==> config.mk <==
export PLATFORM = sky130hd
export DESIGN_NAME = fault_cell_top
export DESIGN_NICKNAME = d
export VERILOG_FILES = /design/src/rtl/fault_cell_pkg.sv /design/src/rtl/fault_sticky_store.sv /design/src/rtl/fault_attack_merge.sv /design/src/rtl/fault_wire_tamper.sv /design/src/rtl/fault_lut_eval.sv /design/src/rtl/fault_cell_top.sv
export SDC_FILE = /design/constraint.sdc
export NUM_CORES = 1
export LEC_CHECK = 0
export ABC_AREA = 1
export BUFFER_PORTS_ARGS = -buffer_cell sky130_fd_sc_hd__buf_2
export CORE_MARGIN = 3
export CORE_UTILIZATION = 49
export DETAILED_ROUTE_END_ITERATION = 12
export GPL_ROUTABILITY_DRIVEN = 1
export PLACE_DENSITY = 0.79
export SLEW_MARGIN = 40
export SYNTH_ARGS = -nofsm -noshare
export SYNTH_HDL_FRONTEND = slang
export SYNTH_SLANG_ARGS = --single-unit
==> constraint.sdc <==
create_clock -name clk -period 1.7 [get_ports clk]
set_clock_uncertainty 0.2 [all_clocks]
set_input_delay 0.255 -clock clk [delete_from_list [all_inputs] [get_ports clk]]
set_output_delay 0.255 -clock clk [all_outputs]
set_load 0.05 [all_outputs]
==> src/rtl/fault_cell_pkg.sv <==
package fault_cell_pkg;

    localparam int ARITY   = 2;
    localparam int TT_W    = 1 << ARITY;
    localparam int FCODE_W = 2;
    localparam int N_INW   = ARITY;

    typedef enum logic [FCODE_W-1:0] {
        WF_NONE = 2'b00,
        WF_FLIP = 2'b01,
        WF_ZERO = 2'b10,
        WF_ONE  = 2'b11
    } wire_fault_e;

    typedef logic [TT_W-1:0] truth_t;

    typedef struct packed {
        logic        subst_en;
        truth_t      subst_tt;
        wire_fault_e fa;
        wire_fault_e fb;
        wire_fault_e fy;
    } attack_t;

    localparam attack_t ATTACK_NONE = '{
        subst_en: 1'b0,
        subst_tt: '0,
        fa:       WF_NONE,
        fb:       WF_NONE,
        fy:       WF_NONE
    };

    function automatic logic apply_fault(input logic v, input wire_fault_e code);
        logic r;
        case (code)
            WF_FLIP: r = ~v;
            WF_ZERO: r = 1'b0;
            WF_ONE:  r = 1'b1;
            default: r = v;
        endcase
        return r;
    endfunction

    function automatic logic tt_lookup(input truth_t tt, input logic a, input logic b);
        return tt[{a, b}];
    endfunction

    // Fields active in 'upper' replace those of 'lower'.
    function automatic attack_t overlay(input attack_t upper, input attack_t lower);
        attack_t r;
        r = lower;
        if (upper.subst_en) begin
            r.subst_en = 1'b1;
            r.subst_tt = upper.subst_tt;
        end
        if (upper.fa != WF_NONE) r.fa = upper.fa;
        if (upper.fb != WF_NONE) r.fb = upper.fb;
        if (upper.fy != WF_NONE) r.fy = upper.fy;
        return r;
    endfunction

    function automatic logic is_clean(input attack_t x);
        return (x == ATTACK_NONE);
    endfunction

endpackage

==> src/rtl/fault_sticky_store.sv <==
module fault_sticky_store
    import fault_cell_pkg::*;
(
    input  logic    clk,
    input  logic    rst,
    input  logic    load,
    input  attack_t incoming,
    output attack_t held
);

    attack_t held_q;

    always_ff @(posedge clk) begin
        if (rst) begin
            held_q <= ATTACK_NONE;
        end else if (load) begin
            held_q <= overlay(incoming, held_q);
        end
    end

    assign held = held_q;

    AST_STORE_STABLE: assert property (@(posedge clk) disable iff (rst)
        !load |=> $stable(held_q));

    AST_STORE_CLEARED: assert property (@(posedge clk)
        rst |=> is_clean(held_q));

    AST_STORE_KEEPS_INACTIVE: assert property (@(posedge clk) disable iff (rst)
        (load && incoming.fy == WF_NONE) |=> $stable(held_q.fy));

endmodule

==> src/rtl/fault_attack_merge.sv <==
module fault_attack_merge
    import fault_cell_pkg::*;
(
    input  logic    offer_valid,
    input  attack_t offered,
    input  attack_t held,
    output attack_t effective
);

    always_comb begin
        if (offer_valid) begin
            effective = overlay(offered, held);
        end else begin
            effective = held;
        end
    end

endmodule

==> src/rtl/fault_wire_tamper.sv <==
module fault_wire_tamper
    import fault_cell_pkg::*;
(
    input  logic        wire_in,
    input  wire_fault_e code,
    output logic        wire_out
);

    always_comb begin
        wire_out = apply_fault(wire_in, code);
    end

endmodule

==> src/rtl/fault_lut_eval.sv <==
module fault_lut_eval
    import fault_cell_pkg::*;
(
    input  truth_t nominal,
    input  logic   subst_en,
    input  truth_t subst_tt,
    input  logic   a,
    input  logic   b,
    output logic   y
);

    truth_t active_tt;

    always_comb begin
        active_tt = subst_en ? subst_tt : nominal;
        y         = tt_lookup(active_tt, a, b);
    end

endmodule

==> src/rtl/fault_cell_top.sv <==
module fault_cell_top
    import fault_cell_pkg::*;
(
    input  logic               clk,
    input  logic               rst,
    input  logic               in_a,
    input  logic               in_b,
    input  logic [TT_W-1:0]    nominal_tt,
    input  logic               attack_valid,
    input  logic               attack_persist,
    input  logic               subst_en,
    input  logic [TT_W-1:0]    subst_tt,
    input  logic [FCODE_W-1:0] fault_a,
    input  logic [FCODE_W-1:0] fault_b,
    input  logic [FCODE_W-1:0] fault_y,
    output logic               out_y
);

    attack_t offered;
    attack_t held;
    attack_t effective;

    logic [N_INW-1:0]  raw_in;
    logic [N_INW-1:0]  tampered_in;
    wire_fault_e       in_code [N_INW];
    logic              lut_y;

    always_comb begin
        offered.subst_en = subst_en;
        offered.subst_tt = subst_tt;
        offered.fa       = wire_fault_e'(fault_a);
        offered.fb       = wire_fault_e'(fault_b);
        offered.fy       = wire_fault_e'(fault_y);
    end

    fault_sticky_store u_store (
        .clk      (clk),
        .rst      (rst),
        .load     (attack_valid && attack_persist),
        .incoming (offered),
        .held     (held)
    );

    fault_attack_merge u_merge (
        .offer_valid (attack_valid),
        .offered     (offered),
        .held        (held),
        .effective   (effective)
    );

    // Input wires: index 1 is a (high table bit), index 0 is b.
    assign raw_in     = {in_a, in_b};
    assign in_code[1] = effective.fa;
    assign in_code[0] = effective.fb;

    for (genvar w = 0; w < N_INW; w++) begin : g_in_wire
        fault_wire_tamper u_in (
            .wire_in  (raw_in[w]),
            .code     (in_code[w]),
            .wire_out (tampered_in[w])
        );
    end

    fault_lut_eval u_lut (
        .nominal  (nominal_tt),
        .subst_en (effective.subst_en),
        .subst_tt (effective.subst_tt),
        .a        (tampered_in[1]),
        .b        (tampered_in[0]),
        .y        (lut_y)
    );

    fault_wire_tamper u_out (
        .wire_in  (lut_y),
        .code     (effective.fy),
        .wire_out (out_y)
    );

    AST_OUT_FORCED_HIGH: assert property (@(posedge clk) disable iff (rst)
        (effective.fy == WF_ONE) |-> out_y);

    AST_OUT_FORCED_LOW: assert property (@(posedge clk) disable iff (rst)
        (effective.fy == WF_ZERO) |-> !out_y);

    AST_CLEAN_IS_NOMINAL: assert property (@(posedge clk) disable iff (rst)
        (!attack_valid && is_clean(held)) |-> (out_y == nominal_tt[{in_a, in_b}]));

    AST_ONE_ROUND_LEAVES_NOTHING: assert property (@(posedge clk) disable iff (rst)
        (attack_valid && !attack_persist && is_clean(held)) |=> is_clean(held));

    AST_OFFER_WINS: assert property (@(posedge clk) disable iff (rst)
        (attack_valid && subst_en) |-> (effective.subst_tt == subst_tt));

endmodule

# Yosys cells after proc, flatten, opt, wreduce, memory -nomap -nowiden
# Index checks and enable logic that the tools add are counted.
[word_totals]
output_inout_bits = 1
wordCells = 33
ff_bits = 11
input_bits = 21
[classes]
order_cmp = 1
mux = 11
bitwise = 3
eq_ne = 9
reduce_logical = 4
[ops]
columns = ["op", "count"]
rows = [
  ["$eq 2x2->1 const B", 6],
  ["$mux 11", 1],
  ["$pmux 1 s3", 3],
  ["$eq 2x1->1 const B", 3],
  ["$mux 2", 3],
  ["$reduce_bool 2->1", 3],
  ["$mux 5", 1],
  ["$mux 4", 1],
  ["$lt 2x3->1 const B", 1],
  ["$not 1->1", 3],
  ["$bmux 1 s2", 1],
  ["$logic_and 1x1->1", 1],
  ["$mux 1", 1],
]

# Longest topological paths before layout
[logic_depth]
depth_word = 9
ltp_mapped = 12

# Modules after synthesis
# Synthesis repeated with hierarchy kept, for this count alone.
[unflattened]
hier_cells = 137
area_unflattened_um2 = 735.7
[modules_own_cells]
columns = ["module", "cells_each", "instances", "seq_area_each_um2", "area_per_inst_um2"]
rows = [
  ["fault_sticky_store", 55, 1, 220.2, 410.4],
  ["fault_attack_merge", 34, 1, 0.0, 140.1],
  ["fault_lut_eval", 28, 1, 0.0, 110.1],
  ["fault_wire_tamper", 6, 3, 0.0, 22.5],
  ["fault_cell_top", 2, 1, 0.0, 7.5],
]

# Worst setup path before layout
# Ideal clock, no wire load.
[synth_path]
path_type = "flip-flop to output port"
start = "register u_store.held_q (netlist bit u_store.held[3])"
end = "output out_y"
required_time_ps = 1245
slack_ps = -174
arrival_ps = 1419
path_stages_with_launch = 10
cell_sequence = "dfxtp_1 -> or2_2 -> nand2_1 -> nand3_2 -> nand2_1 -> nand2_1 -> nand3_1 -> nand2_1 -> nand2_1 -> nand3_1"
[synth_between]
elab_chain_cells = 8
[synth_rtl]
columns = ["item", "line", "text"]
rows = [
  ["from (decl)", "fault_sticky_store.sv:11", "attack_t held_q;"],
  ["from (signal assigned)", "fault_sticky_store.sv:17", "held_q <= overlay(incoming, held_q);"],
  ["$mux 2", "fault_cell_pkg.sv:57", "if (upper.fb != WF_NONE) r.fb = upper.fb;"],
  ["$mux 11 *", "fault_attack_merge.sv:11", "if (offer_valid) begin"],
  ["$eq 2x2->1 / $eq 2x1->1 (equally long branches)", "fault_cell_pkg.sv:35", "case (code)"],
  ["$pmux 1 s3 *", "fault_cell_pkg.sv:35", ""],
  ["$bmux 1 s2 *", "fault_cell_pkg.sv:45", "return tt[{a, b}];"],
  ["$mux 1 (implied by the code) *", "fault_cell_pkg.sv:45", ""],
  ["$not 1->1", "fault_cell_pkg.sv:36", "WF_FLIP: r = ~v;"],
  ["$pmux 1 s3 *", "fault_cell_pkg.sv:35", ""],
  ["to (decl)", "fault_cell_top.sv:16", "output logic out_y"],
]
# Every way passes the cells marked *; elsewhere a longest branch is shown, timed or not. The select of a mux whose other input is x is not followed.

# Worst setup path in the final report
[layout_path]
start = "register u_store.held_q (netlist bit u_store.held[2])"
end = "output out_y"
# Same word-level chain as after synthesis.

==> results by group <==
Power and ir drop
  • P per Cell Area: 697 nW/um^2
  • Design Power: 0.733 mW
  • Total leakage power: between 0.5 and 0.6 nW
  • Worst VDD drop: 0.466 mV

Synth
  • Yosys reg bits: 11
  • Post-Syn Instances: approximately 110
  • Net Count, Synth: 134
  • Mapped Area: 731 um^2
  • Yosys warns: 0
  • Seq/Total Area, Yosys: 0.301
  • Netlist cell types: 20
  • Syn Area/Cell: 6.47 um^2

Clocking
  • CTS H-tree lvls: 1
  • TritonCTS clock tree: done
  • Clock Sinks: 11
  • Clk_lat worst skew: 0.27 ns
  • CTS root buffer: clkbuf_4
  • Cts hold-fix bufs: 0
  • Total CTS buffers: 3
  • Post-CTS Setup Inserts: 0
  • Clk pin slew, worst setup/hold paths: about 0.070 ns
  • Clock Tree Buf Depth: 2

Final layout
  • Area growth syn-to-layout: 44.0%
  • Most common cell after layout, fill and taps aside: buf_2
  • Util after Layout: 0.779
  • Number of flip-flops in the largest register: 11
  • Share of post-route cells with drive strength above 1: 0.430
  • Final #Nets: 173
  • Antenna diodes: 0
  • Most frequent cells in the layout: buf_2 (20), inv_1 (17), nand2_1 (16)

Global routing
  • Grt ovf: 0
  • Initial antenna violation count: 0
  • First-pass GRT wire length: 3190 um
  • Gr usage total: 0.215
  • Largest net degree at the start of global routing: 11
  • Vias in the first global route: between 800 and 900

Worst setup path
  • Buf/Inv on CP: 1
  • Worst-path fanout max: 3
  • Max stage delay cell, worst path: dfxtp_2
  • WP data required: 1.24 ns
  • Worst Setup End Kind: output pin
  • Critical Path AT: 1.61 ns
  • Kind of critical path: reg2out
  • CP max stage delay: 0.33 ns
  • Crit path max-delay family: simple AND/OR/NAND/NOR gates
  • Worst Setup Start Kind: register
  • Crit-path cells: or2_4 -> nand2_1 -> nand2_1 -> nand3_2 -> nand2_2 -> nand2_2 -> nand3_2 -> nand2_2 -> nand2_2 -> nand3_4 -> buf_8
  • Most used cell, CP: nand2_2

Detailed routing
  • Routed length per instance: 11.8 um
  • DRT antenna net count: 0
  • DRT Wirelength: 1970 um
  • Average via count per standard cell: roughly 5.2
  • Drc violations: 0
  • Drt pass-1 iters: 4
  • Via count: 869
  • Initial DRC Count: 18

STA
  • Final Hold Fails: 0
  • Post-route minimum period: a little over 2 ns
  • Final Worst Setup Slack: -0.370 ns
  • Rel. slew slack: 0.783
  • Fmax: 0.483 GHz
  • RSZ-0062 raised after global routing: true
  • Setup Viol. Count Final: 1
  • Hold WS: 0.0472 ns
  • TNS Setup: -0.370 ns
  • Max-slew violations: 0
  • Tcrit/Tclk final: 1.22
  • Worst-Margin Slew: roughly 0.32 ns

Outcome
  • Status: finished, violations left
  • Failing checks: setup timing

Die
  • Row cnt: 13
  • Initial Utilization: 0.541
  • Core Region: 1350 um^2
  • Die width: 44.6 um
  • Ports: 22
  • Die Area: ~2000 um^2
  • Die Ht: around 45 um

Worst hold path
  • Worst hold path class: in2reg

Flow run
  • Max_cap viols: 0

Place
  • IO Port Bufs: 21
  • Placer Congestion: ~0.78
  • Dpl hpwl: between 1000 and 1500 um
## worst reg2reg max path, delay by kind of cell (launching register included)
family | cells | cell delay [ns]
compound gates | 2 | 0.34
flops | 1 | 0.31
buf+inv | 2 | 0.19
simple gates | 1 | 0.03
## final cells by class
| class | instances | area [um^2] |
|---|---|---|
| multi-input cells | 81 | 484 |
| fillers | 101 | 298 |
| repair buffers | 36 | 228 |
| flip-flops and latches | 11 | 224 |
| inverters | 19 | 71.3 |
| clock buffers | 4 | 26.3 |
| well taps | 15 | 18.8 |
## Yosys cell counts, drive strengths merged
| library cell | instances | area [um^2] |
|---|---|---|
| nand2 | 24 | 92.6 |
| nand4 | 2 | 12.5 |
| a31oi | 4 | 25.0 |
| a211oi | 5 | 37.5 |
| nand3 | 19 | 110 |
| o221ai | 2 | 17.5 |
| o21ai | 9 | 45.0 |
| dfxtp | 11 | 220 |
| or2 | 6 | 37.5 |
| inv | 19 | 71.3 |
| o211ai | 1 | 7.51 |
| nor2 | 6 | 22.5 |
| a21oi | 3 | 15.0 |
| buf | 2 | 16.3 |
## cell families after synthesis
family,after synthesis,share of synthesized area
buffers and inverters,21,0.120
AND/OR/NAND/NOR,57,0.377
AO/OA/AOI/OAI,24,0.202
flip-flops,11,0.301
## timing repair
action | 4_1_cts | 5_1_grt
pin swaps | 8 | 5
endpoints found under the setup margin | 1 | 1
endpoints found under the hold margin | 0 | 0
resized for setup | 17 | 7
## per-layer routing
layer	up-vias	global-route usage	part of all wire
met5	-	0	0
met4	0	0.120	0.018
met3	5	0.0244	0.043
met2	23	0.381	0.47
met1	381	0.244	0.46
li1	460	-	-
## power by group
group | internal [mW] | switching [mW]
combinational | 0.119 | 0.147
sequential | 0.274 | 0.00848
clock | 0.0910 | 0.0938
## per-stage QoR
step                      std cells  area [um^2]  worst slack, ns
after global routing            166         1050           -0.486
after CTS                       166         1030           -0.357
after global placement          162          963           -0.283
after detailed placement        162          963           -0.344
after floorplan                 113          743          0.00272
final                           166         1050           -0.370
## worst paths after layout
kind,startpoint,cells past startpoint,endpoint,slack [ns]
worst max-delay path,u_store.held[2]$_SDFFE_PP0P_,11,out_y,-0.37
worst min register to register,u_store.held[8]$_SDFFE_PP0P_,2,u_store.held[8]$_SDFFE_PP0P_,0.28
worst min-delay path,rst,2,u_store.held[10]$_SDFFE_PP0P_,0.05
worst max register to register,u_store.held[1]$_SDFFE_PP0P_,5,u_store.held[1]$_SDFFE_PP0P_,0.55
No activity file was read; power rests on OpenSTA's default activity.
